$ cat config.mk
export PLATFORM = sky130hd
export DESIGN_NAME = i2c_bypass_writer
export DESIGN_NICKNAME = d
export VERILOG_FILES = /design/src/rtl/i2cbw_pkg.sv /design/src/rtl/i2cbw_phase_timer.sv /design/src/rtl/i2cbw_regs.sv /design/src/rtl/i2cbw_seq.sv /design/src/rtl/i2c_bypass_writer.sv
export SDC_FILE = /design/constraint.sdc
export NUM_CORES = 1
export LEC_CHECK = 0
export BUFFER_PORTS_ARGS = -buffer_cell sky130_fd_sc_hd__clkbuf_2
export CAP_MARGIN = 0
export CORE_MARGIN = 5
export CORE_UTILIZATION = 45
export DETAILED_ROUTE_END_ITERATION = 6
export GPL_TIMING_DRIVEN = 0
export HOLD_SLACK_MARGIN = 0.03
export PLACE_DENSITY = 0.68
export SLEW_MARGIN = 5
export SYNTH_ARGS = -nofsm -noshare
export SYNTH_HDL_FRONTEND = slang
export SYNTH_SLANG_ARGS = --single-unit
$ cat constraint.sdc
create_clock -name clk -period 3.55 [get_ports clk]
set_input_delay 0.1775 -clock clk [delete_from_list [all_inputs] [get_ports clk]]
set_output_delay 0.1775 -clock clk [all_outputs]
set_load 0.02 [all_outputs]
$ cat src/rtl/i2cbw_pkg.sv
package i2cbw_pkg;
  localparam int WORD_W     = 32;
  localparam int ADDR_W     = 7;
  localparam int BYTE_W     = 8;
  localparam int NBYTES     = 3;
  localparam int FRAME_W    = NBYTES * BYTE_W;
  localparam int ADDR_LSB   = 0;
  localparam int REG_LSB    = 8;
  localparam int DATA_LSB   = 16;
  localparam int VALID_BIT  = 24;
  localparam int CFG_HI_LSB = 0;
  localparam int CFG_LO_LSB = 8;
  localparam int HI_OFS     = 5;
  localparam int LO_OFS     = 7;

  typedef enum logic [2:0] {
    S_IDLE, S_START, S_BIT_LO, S_BIT_HI, S_STOP_LO, S_STOP_HI
  } seq_st_t;

  // Cycles in one SCL phase for a programmed count.
  function automatic int unsigned phase_cycles(int unsigned cnt, int unsigned ofs);
    return cnt + ofs;
  endfunction

  // Serial frame: address, write direction bit (0), register, data.
  function automatic logic [FRAME_W-1:0] build_frame(logic [ADDR_W-1:0] a,
                                                     logic [BYTE_W-1:0] r,
                                                     logic [BYTE_W-1:0] d);
    return {a, 1'b0, r, d};
  endfunction
endpackage

$ cat src/rtl/i2cbw_phase_timer.sv
module i2cbw_phase_timer #(
  parameter int LEN_W = 9
) (
  input  logic             clk,
  input  logic             rst_n,
  input  logic             load,
  input  logic [LEN_W-1:0] load_val,
  output logic             done
);
  logic [LEN_W-1:0] cnt_q;

  always_ff @(posedge clk or negedge rst_n) begin
    if (!rst_n)              cnt_q <= '0;
    else if (load)           cnt_q <= load_val;
    else if (cnt_q != '0)    cnt_q <= cnt_q - 1'b1;
  end

  assign done = (cnt_q == '0);
endmodule

$ cat src/rtl/i2cbw_regs.sv
module i2cbw_regs
  import i2cbw_pkg::*;
#(
  parameter int CNT_W = 8
) (
  input  logic               clk,
  input  logic               rst_n,
  input  logic               cmd_we,
  input  logic [WORD_W-1:0]  cmd_wdata,
  input  logic               cfg_we,
  input  logic [WORD_W-1:0]  cfg_wdata,
  input  logic               err_clr_we,
  input  logic               err_clr_bit,
  input  logic               busy,
  input  logic               xfer_done,
  input  logic               nack_seen,
  output logic               launch,
  output logic [FRAME_W-1:0] launch_frame,
  output logic [CNT_W-1:0]   hi_cnt,
  output logic [CNT_W-1:0]   lo_cnt,
  output logic [WORD_W-1:0]  cmd_rdata,
  output logic               err_flag
);
  localparam int PAD_W = WORD_W - VALID_BIT - 1;

  logic [ADDR_W-1:0] addr_q;
  logic [BYTE_W-1:0] reg_q, data_q;
  logic              valid_q, err_q;
  logic              accept;

  logic unused_wbits;
  assign unused_wbits = ^{cmd_wdata[WORD_W-1:VALID_BIT+1], cmd_wdata[ADDR_LSB+ADDR_W],
                          cfg_wdata[WORD_W-1:CFG_LO_LSB+CNT_W]};

  assign accept = cmd_we && !busy;
  assign launch = accept && cmd_wdata[VALID_BIT];
  assign launch_frame = build_frame(cmd_wdata[ADDR_LSB +: ADDR_W],
                                    cmd_wdata[REG_LSB +: BYTE_W],
                                    cmd_wdata[DATA_LSB +: BYTE_W]);

  always_ff @(posedge clk or negedge rst_n) begin
    if (!rst_n) begin
      addr_q  <= '0;
      reg_q   <= '0;
      data_q  <= '0;
      valid_q <= 1'b0;
    end else begin
      if (accept) begin
        addr_q <= cmd_wdata[ADDR_LSB +: ADDR_W];
        reg_q  <= cmd_wdata[REG_LSB +: BYTE_W];
        data_q <= cmd_wdata[DATA_LSB +: BYTE_W];
      end
      if (launch)         valid_q <= 1'b1;
      else if (xfer_done) valid_q <= 1'b0;
    end
  end

  always_ff @(posedge clk or negedge rst_n) begin
    if (!rst_n) begin
      hi_cnt <= '0;
      lo_cnt <= '0;
    end else if (cfg_we) begin
      hi_cnt <= cfg_wdata[CFG_HI_LSB +: CNT_W];
      lo_cnt <= cfg_wdata[CFG_LO_LSB +: CNT_W];
    end
  end

  always_ff @(posedge clk or negedge rst_n) begin
    if (!rst_n)                          err_q <= 1'b0;
    else if (nack_seen)                  err_q <= 1'b1;
    else if (err_clr_we && err_clr_bit)  err_q <= 1'b0;
  end

  assign err_flag  = err_q;
  assign cmd_rdata = {{PAD_W{1'b0}}, valid_q, data_q, reg_q, 1'b0, addr_q};
endmodule

$ cat src/rtl/i2cbw_seq.sv
module i2cbw_seq
  import i2cbw_pkg::*;
#(
  parameter int CNT_W = 8,
  parameter int LEN_W = CNT_W + 1
) (
  input  logic               clk,
  input  logic               rst_n,
  input  logic               launch,
  input  logic [FRAME_W-1:0] launch_frame,
  input  logic [CNT_W-1:0]   hi_cnt,
  input  logic [CNT_W-1:0]   lo_cnt,
  input  logic               phase_done,
  input  logic               sda_in,
  output logic               tmr_load,
  output logic [LEN_W-1:0]   tmr_val,
  output logic               busy,
  output logic               xfer_done,
  output logic               nack_seen,
  output logic               in_bit_hi,
  output logic               scl_drive_low,
  output logic               sda_drive_low
);
  localparam int BIT_W  = $clog2(BYTE_W + 1);
  localparam int BYTE_IW = (NBYTES > 1) ? $clog2(NBYTES) : 1;

  seq_st_t             st_q;
  logic [BIT_W-1:0]    bit_q;
  logic [BYTE_IW-1:0]  byte_q;
  logic [FRAME_W-1:0]  sh_q;
  logic                sda_q;

  logic ack_slot, last_byte, slot_end, want_low;
  logic [LEN_W-1:0] hi_len_m1, lo_len_m1;

  assign hi_len_m1 = LEN_W'(phase_cycles(32'(hi_cnt), HI_OFS) - 1);
  assign lo_len_m1 = LEN_W'(phase_cycles(32'(lo_cnt), LO_OFS) - 1);

  assign ack_slot  = (bit_q == BIT_W'(BYTE_W));
  assign last_byte = (byte_q == BYTE_IW'(NBYTES - 1));
  assign slot_end  = (st_q == S_BIT_HI) && phase_done;
  assign nack_seen = slot_end && ack_slot && sda_in;
  assign xfer_done = (st_q == S_STOP_HI) && phase_done;
  assign busy      = (st_q != S_IDLE);
  assign in_bit_hi = (st_q == S_BIT_HI);

  always_comb begin
    tmr_load = ((st_q == S_IDLE) && launch) ||
               ((st_q != S_IDLE) && (st_q != S_STOP_HI) && phase_done);
    if (st_q == S_IDLE || st_q == S_BIT_LO || st_q == S_STOP_LO) tmr_val = hi_len_m1;
    else                                                         tmr_val = lo_len_m1;
  end

  always_comb begin
    unique case (st_q)
      S_START, S_STOP_LO, S_STOP_HI: want_low = 1'b1;
      S_BIT_LO, S_BIT_HI:            want_low = !ack_slot && !sh_q[FRAME_W-1];
      default:                       want_low = 1'b0;
    endcase
  end

  always_ff @(posedge clk or negedge rst_n) begin
    if (!rst_n) begin
      st_q   <= S_IDLE;
      bit_q  <= '0;
      byte_q <= '0;
      sh_q   <= '0;
      sda_q  <= 1'b0;
    end else begin
      sda_q <= want_low;
      unique case (st_q)
        S_IDLE: if (launch) begin
          st_q <= S_START;
          sh_q <= launch_frame;
        end
        S_START: if (phase_done) begin
          st_q   <= S_BIT_LO;
          bit_q  <= '0;
          byte_q <= '0;
        end
        S_BIT_LO: if (phase_done) st_q <= S_BIT_HI;
        S_BIT_HI: if (phase_done) begin
          if (!ack_slot) begin
            sh_q  <= {sh_q[FRAME_W-2:0], 1'b0};
            bit_q <= bit_q + 1'b1;
            st_q  <= S_BIT_LO;
          end else if (sda_in || last_byte) begin
            st_q <= S_STOP_LO;
          end else begin
            bit_q  <= '0;
            byte_q <= byte_q + 1'b1;
            st_q   <= S_BIT_LO;
          end
        end
        S_STOP_LO: if (phase_done) st_q <= S_STOP_HI;
        S_STOP_HI: if (phase_done) st_q <= S_IDLE;
        default: st_q <= S_IDLE;
      endcase
    end
  end

  assign scl_drive_low = (st_q == S_BIT_LO) || (st_q == S_STOP_LO);
  assign sda_drive_low = sda_q;
endmodule

$ cat src/rtl/i2c_bypass_writer.sv
module i2c_bypass_writer
  import i2cbw_pkg::*;
#(
  parameter int CNT_W = 8
) (
  input  logic              clk,
  input  logic              rst_n,
  input  logic              cmd_we,
  input  logic [WORD_W-1:0] cmd_wdata,
  output logic [WORD_W-1:0] cmd_rdata,
  input  logic              cfg_we,
  input  logic [WORD_W-1:0] cfg_wdata,
  input  logic              err_clr_we,
  input  logic              err_clr_bit,
  output logic              err_flag,
  output logic              scl_drive_low,
  output logic              sda_drive_low,
  input  logic              sda_in
);
  localparam int LEN_W = CNT_W + 1;

  logic               launch, busy, xfer_done, nack_seen, in_bit_hi;
  logic               phase_done, tmr_load;
  logic [LEN_W-1:0]   tmr_val;
  logic [FRAME_W-1:0] launch_frame;
  logic [CNT_W-1:0]   hi_cnt, lo_cnt;

  i2cbw_regs #(.CNT_W(CNT_W)) u_regs (
    .clk(clk), .rst_n(rst_n),
    .cmd_we(cmd_we), .cmd_wdata(cmd_wdata),
    .cfg_we(cfg_we), .cfg_wdata(cfg_wdata),
    .err_clr_we(err_clr_we), .err_clr_bit(err_clr_bit),
    .busy(busy), .xfer_done(xfer_done), .nack_seen(nack_seen),
    .launch(launch), .launch_frame(launch_frame),
    .hi_cnt(hi_cnt), .lo_cnt(lo_cnt),
    .cmd_rdata(cmd_rdata), .err_flag(err_flag)
  );

  i2cbw_seq #(.CNT_W(CNT_W), .LEN_W(LEN_W)) u_seq (
    .clk(clk), .rst_n(rst_n),
    .launch(launch), .launch_frame(launch_frame),
    .hi_cnt(hi_cnt), .lo_cnt(lo_cnt),
    .phase_done(phase_done), .sda_in(sda_in),
    .tmr_load(tmr_load), .tmr_val(tmr_val),
    .busy(busy), .xfer_done(xfer_done), .nack_seen(nack_seen),
    .in_bit_hi(in_bit_hi),
    .scl_drive_low(scl_drive_low), .sda_drive_low(sda_drive_low)
  );

  i2cbw_phase_timer #(.LEN_W(LEN_W)) u_tmr (
    .clk(clk), .rst_n(rst_n),
    .load(tmr_load), .load_val(tmr_val), .done(phase_done)
  );
endmodule

======== Word-level counts from Yosys, hierarchy flattened ========
Index checks and enable logic that the tools add are counted.
operators by class
  reduce and logical (&&, ||, !) cells .... 34
  muxes and demuxes ....................... 31
  eq/ne operators ......................... 18
  add/subtract/negate cells ............... 7
operators with widths
  cell                   count
  $mux W24               3
  $pmux W24 S2           1
  $mux W9                3
  $sub A9 B1 Y9 const B  3
  $mux W3                8
  $add A8 B3 Y9 const B  2
  $pmux W3 S6            1
  $mux W4                4
  $ne A2 B1 Y1 const B   7
  $logic_and A1 B1 Y1    11
  $reduce_bool A2 Y1     5
  $logic_not A9 Y1       1
  $reduce_bool A9 Y1     1
  $mux W2                4
  $pmux W4 S2            1
  $reduce_and A4 Y1      2
  $eq A3 B2 Y1 const B   2
  $eq A3 B3 Y1 const B   2
  $ne A3 B3 Y1 const B   2
  $reduce_and A6 Y1      1
  $logic_or A1 B1 Y1     5
  $reduce_and A5 Y1      1
  $add A4 B1 Y4 const B  1
  $eq A4 B4 Y1 const B   1
  other kinds (12)       18
word-level totals
  word-level logic and storage cells ...... 103
  flip-flop bits (word level) ............. 84

======== Logic depth before layout (Yosys ltp) ========
  depth in word-level cells ............... 7
  mapped depth ............................ 7
  depth with buffers taken out ............ 6

======== Modules after synthesis ========
A second synthesis with hierarchy kept.
second synthesis, totals
  cells, all modules ...................... 387
  area total of the unflattened synthesis .. 4479.3 um2
modules (own cells, without submodules)
  module             seq. area each (um2)  cells each  instances  area each (um2)
  i2cbw_seq          850.8                 205         1          2058.2
  i2cbw_regs         1026.0                125         1          1886.8
  i2cbw_phase_timer  225.2                 57          1          534.3

======== Worst setup path before layout ========
No wires, ideal clock.
  path type ............................... register -> register
  start point ............................. register u_tmr.cnt_q[0]
  end point ............................... register u_tmr.cnt_q[5]
  buffers on the path ..................... 1
  arrival ................................. 1.758 ns
  data required time ...................... 3.425 ns
  setup slack ............................. 1.668 ns
  stages on the path, launching flop included .. 8
  cells stage by stage .................... dfrtp_1 > inv_1 > ha_1 > nor4b_4 > and3_1 > buf_4 > a21oi_1 > mux2_2
on the way
  longest elaborated chain between the ends .. 4
RTL lines
  what                                                   RTL line                 text
  start, declared                                        i2cbw_phase_timer.sv:10  logic [LEN_W-1:0] cnt_q;
  start signal, assigned                                 i2cbw_phase_timer.sv:14  else if (load) cnt_q <= load_val;
  start signal, assigned                                 i2cbw_phase_timer.sv:15  else if (cnt_q != '0) cnt_q <= cnt_q - 1'b1;
  branches (longest 4 deep; another with $sub A9 B1 Y9)  -
Several ways; the timed one is not identified. The select of a mux whose other input is x is not followed.
A chain may end at the register's enable or synchronous reset.

======== Worst setup path in the final report ========
Ends and elaborated chain as after synthesis.

==> summary.txt <==
Timing
  • Max Freq: roughly 450 MHz
  • Final hold violations: 0
  • Final Cycle Share: between 60% and 70%
  • Clock Skew: 0.0109 ns
  • Post-route setup slack: 1.32 ns
  • RSZ-0062 raised after global routing: no
  • Slew HR: a little under three fifths
  • Worst Max-Slew Pin Slew: 0.651 ns
  • Final setup viols: 0
  • Setup TNS: 0 ns
  • Hold Slack: between 0.05 and 0.06 ns
  • Pins over their slew limit: 0
  • Period minus WS final: roughly 2.2 ns

Synth
  • Library cells used by synthesis: 48
  • Simple-gate portion of the synthesized area: 10.6%
  • Cells after Synth: 352
  • Yosys synthesis warning count: 0
  • Post-synthesis compound-gate area fraction: between 6 and 7%
  • Asr flop ratio synth: 100%
  • Post-Syn Area: 0.00429 sq mm
  • Multiplexer area fraction after synthesis: about a quarter
  • Mapped Avg Cell Area: 12.2 sq um
  • Number of synthesized flops with an enable pin: 0
  • Prevailing post-synth register cell: dfrtp_1
  • Seq/Total Area, Yosys: between 40% and 50%
  • Synth Area in XOR/XNOR: under 10%
  • Post-Synth Adder-Cell Area: under 10%
  • Synthesized flop and latch total: 84
  • Main combinational cell family by area after synthesis: multiplexers

Routing
  • Total number of vias: between 2000 and 3000
  • Initial drt markers: around 140
  • Routed length per instance: 14.6 microns
  • Antenna viol nets, final: 0
  • Routed WL: roughly 8500 microns
  • DRC: 0
  • Number of vias per cell: around 5
  • DRT Pass-1 Iters: 4

Status
  • Status: finished, final reports clean

Clocking
  • Worst-path clk slew: about 0.090 ns
  • H-tree depth: 3
  • CTS root buf: clkbuf_8
  • TritonCTS Sinks: 84
  • CTS tree: built
  • Later-pin clock latency in the skew report: 0.36 ns
  • Clk buf depth: 2
  • TritonCTS Buffers: 9
  • Setup repair bufs after CTS: 0
  • CTS resizes: 0

Worst setup path
  • Worst r2r src: u_tmr.cnt_q[0]$_DFFE_PN0P_
  • CP startpoint: u_tmr.cnt_q[0]$_DFFE_PN0P_
  • Worst Path Arrival: 2.48 ns
  • Worst EP required: between 3 and 4 ns
  • CP max FO: 10
  • CP Class: reg -> reg
  • Worst Setup End Kind: flip-flop
  • Worst Setup Start Kind: flip-flop

Power and ir drop
  • PwrDens: 719 mW/mm^2
  • Worst vdd rail ir drop: around 0.00035 V
  • Leak: ~2.4 nW

Place
  • Placer Congestion: about 0.80
  • Placed wire-length estimate: ~6400 microns
  • Dpl ws: around 1.4 ns
  • Buffers on Ports: approximately 70
  • Placed Area: ~0.0049 sq mm

Floorplan
  • # rows: 35
  • Die area: roughly 0.012 sq mm
  • Die Wd: between 100 and 150 microns
  • Initial Util: around 46%
  • Die H: around 110 microns
  • CORE AREA: roughly 0.0093 sq mm
  • Io pins: between 100 and 150

Layout
  • Area Overhead vs Synth: 19.6%
  • # diodes: 0
  • Layout cells sized above 1: ~43%
  • Fin nets: 528
  • Design area: between 0.005 and 0.006 sq mm
  • Final core occ: 55.3%

GRT
  • Number of global-route vias before repair: 2985
  • First-pass GRT wire length: ~15000 microns
  • Largest net degree at the start of global routing: 60
  • Initial antenna violation count: 0
  • GRT Total Usage: ~16%
  • GRT overflow: 0

Run
  • Max_cap viols: 0

Worst hold path
  • HP Start: cfg_wdata[2]
  • Class of the worst hold path: in -> reg
cells in the mapped netlist, drive strengths merged (6+ instances only):
master	n	area, sq um
buf	21	150
xnor2	6	52.6
nand2	17	63.8
nand3	9	45.0
mux2	81	980
a21oi	13	68.8
nor3	8	40.0
nor2	14	52.6
o21ai	17	85.1
dfrtp	84	2100
ha	6	75.1
mux2i	9	90.1
inv	11	41.3
state kept, by name (all words and copies together) (netlist names):
signal	cells
u_seq.st_q	3
u_regs.addr_q	7
u_seq.bit_q	4
u_seq.sh_q	24
u_tmr.cnt_q	9
u_regs.data_q	8
u_regs.reg_q	8
u_seq.sda_drive_low	1
u_regs.hi_cnt	8
u_regs.lo_cnt	8
u_regs.valid_q	1
u_seq.byte_q	2
u_regs.err_flag	1
worst max-delay path, cell delays in order, from the launching register on:
cell and delay [ns]:
dfrtp_1 0.35, inv_1 0.07, ha_1 0.25, nor4b_4 0.17, and3_1 0.18, buf_4 0.17, a21oi_1 0.52, mux2_2 0.40
where the power goes:
part	switching [mW]	total (mW)	leakage [nW]	internal, mW
sequential	0.249	1.57	1.00	1.32
combinational	0.716	1.47	1.32	0.756
clock	0.361	0.642	0.0950	0.281
cells in the final DEF, fill, tap and decap left out, drive strengths merged, types with 3 or more instances in the layout:
cell         instances
clkbuf              85
dfrtp               84
mux2                81
buf                 22
nand2               17
o21ai               17
nor2                14
inv                 14
a21oi               13
mux2i                9
nand3                9
nor3                 8
conb                 8
dlygate4sd3          8
xnor2                6
ha                   6
xor2                 5
and3                 4
nand2b               3
nand3b               3
and2                 3
or4                  3
per-stage QoR:
step                std cells  power (mW)
CTS                       582        3.73
global placement          560        3.01
global route              585        3.95
finish                    585        3.69
floorplan                 359        2.65
detailed placement        561        3.07
cells by family after synthesis:
group,after synthesis
AND/OR/NAND/NOR,78
AO/OA/AOI/OAI,47
other,1
flip-flops,84
adder cells (fa/ha/maj),6
buffers and inverters,35
XOR/XNOR,11
multiplexers,90
final cells by class:
type / count / area (sq um)
buffer: 24 / 161
clock buffer: 10 / 138
clock inverter: 6 / 46.3
fill: 835 / 4150
inverter: 11 / 41.3
multi-input combinational: 240 / 2010
sequential: 84 / 2100
tap: 129 / 161
timing repair buffer: 81 / 470
final timing paths:
check | depth (start not counted) | slack [ns] | end
worst max-delay path | 7 | 1.32 | u_tmr.cnt_q[5]$_DFFE_PN0P_
worst max register to register | 7 | 1.32 | u_tmr.cnt_q[5]$_DFFE_PN0P_
worst min register to register | 2 | 0.47 | u_regs.err_flag$_DFFE_PN0P_
min in group asynchronous | 2 | 0.31 | u_regs.data_q[4]$_DFFE_PN0N_
max in group asynchronous | 3 | 2.63 | u_regs.err_flag$_DFFE_PN0P_
worst min-delay path | 2 | 0.05 | u_regs.hi_cnt[2]$_DFFE_PN0P_
layer usage:
metal | share of wire (%) | GRT usage (%) | vias up
met3 | 5.0 | 4.08 | 4
met1 | 46 | 22.0 | 1419
met5 | 0 | 0 | -
met4 | 0.94 | 5.14 | 0
li1 | - | - | 1438
met2 | 48 | 24.4 | 63
what timing repair did:
item	4_1_cts	5_1_grt
setup endpoints to repair	0	0
hold endpoints to repair	29	3
hold buffers	5	3
No activity file was read; power rests on OpenSTA's default activity.
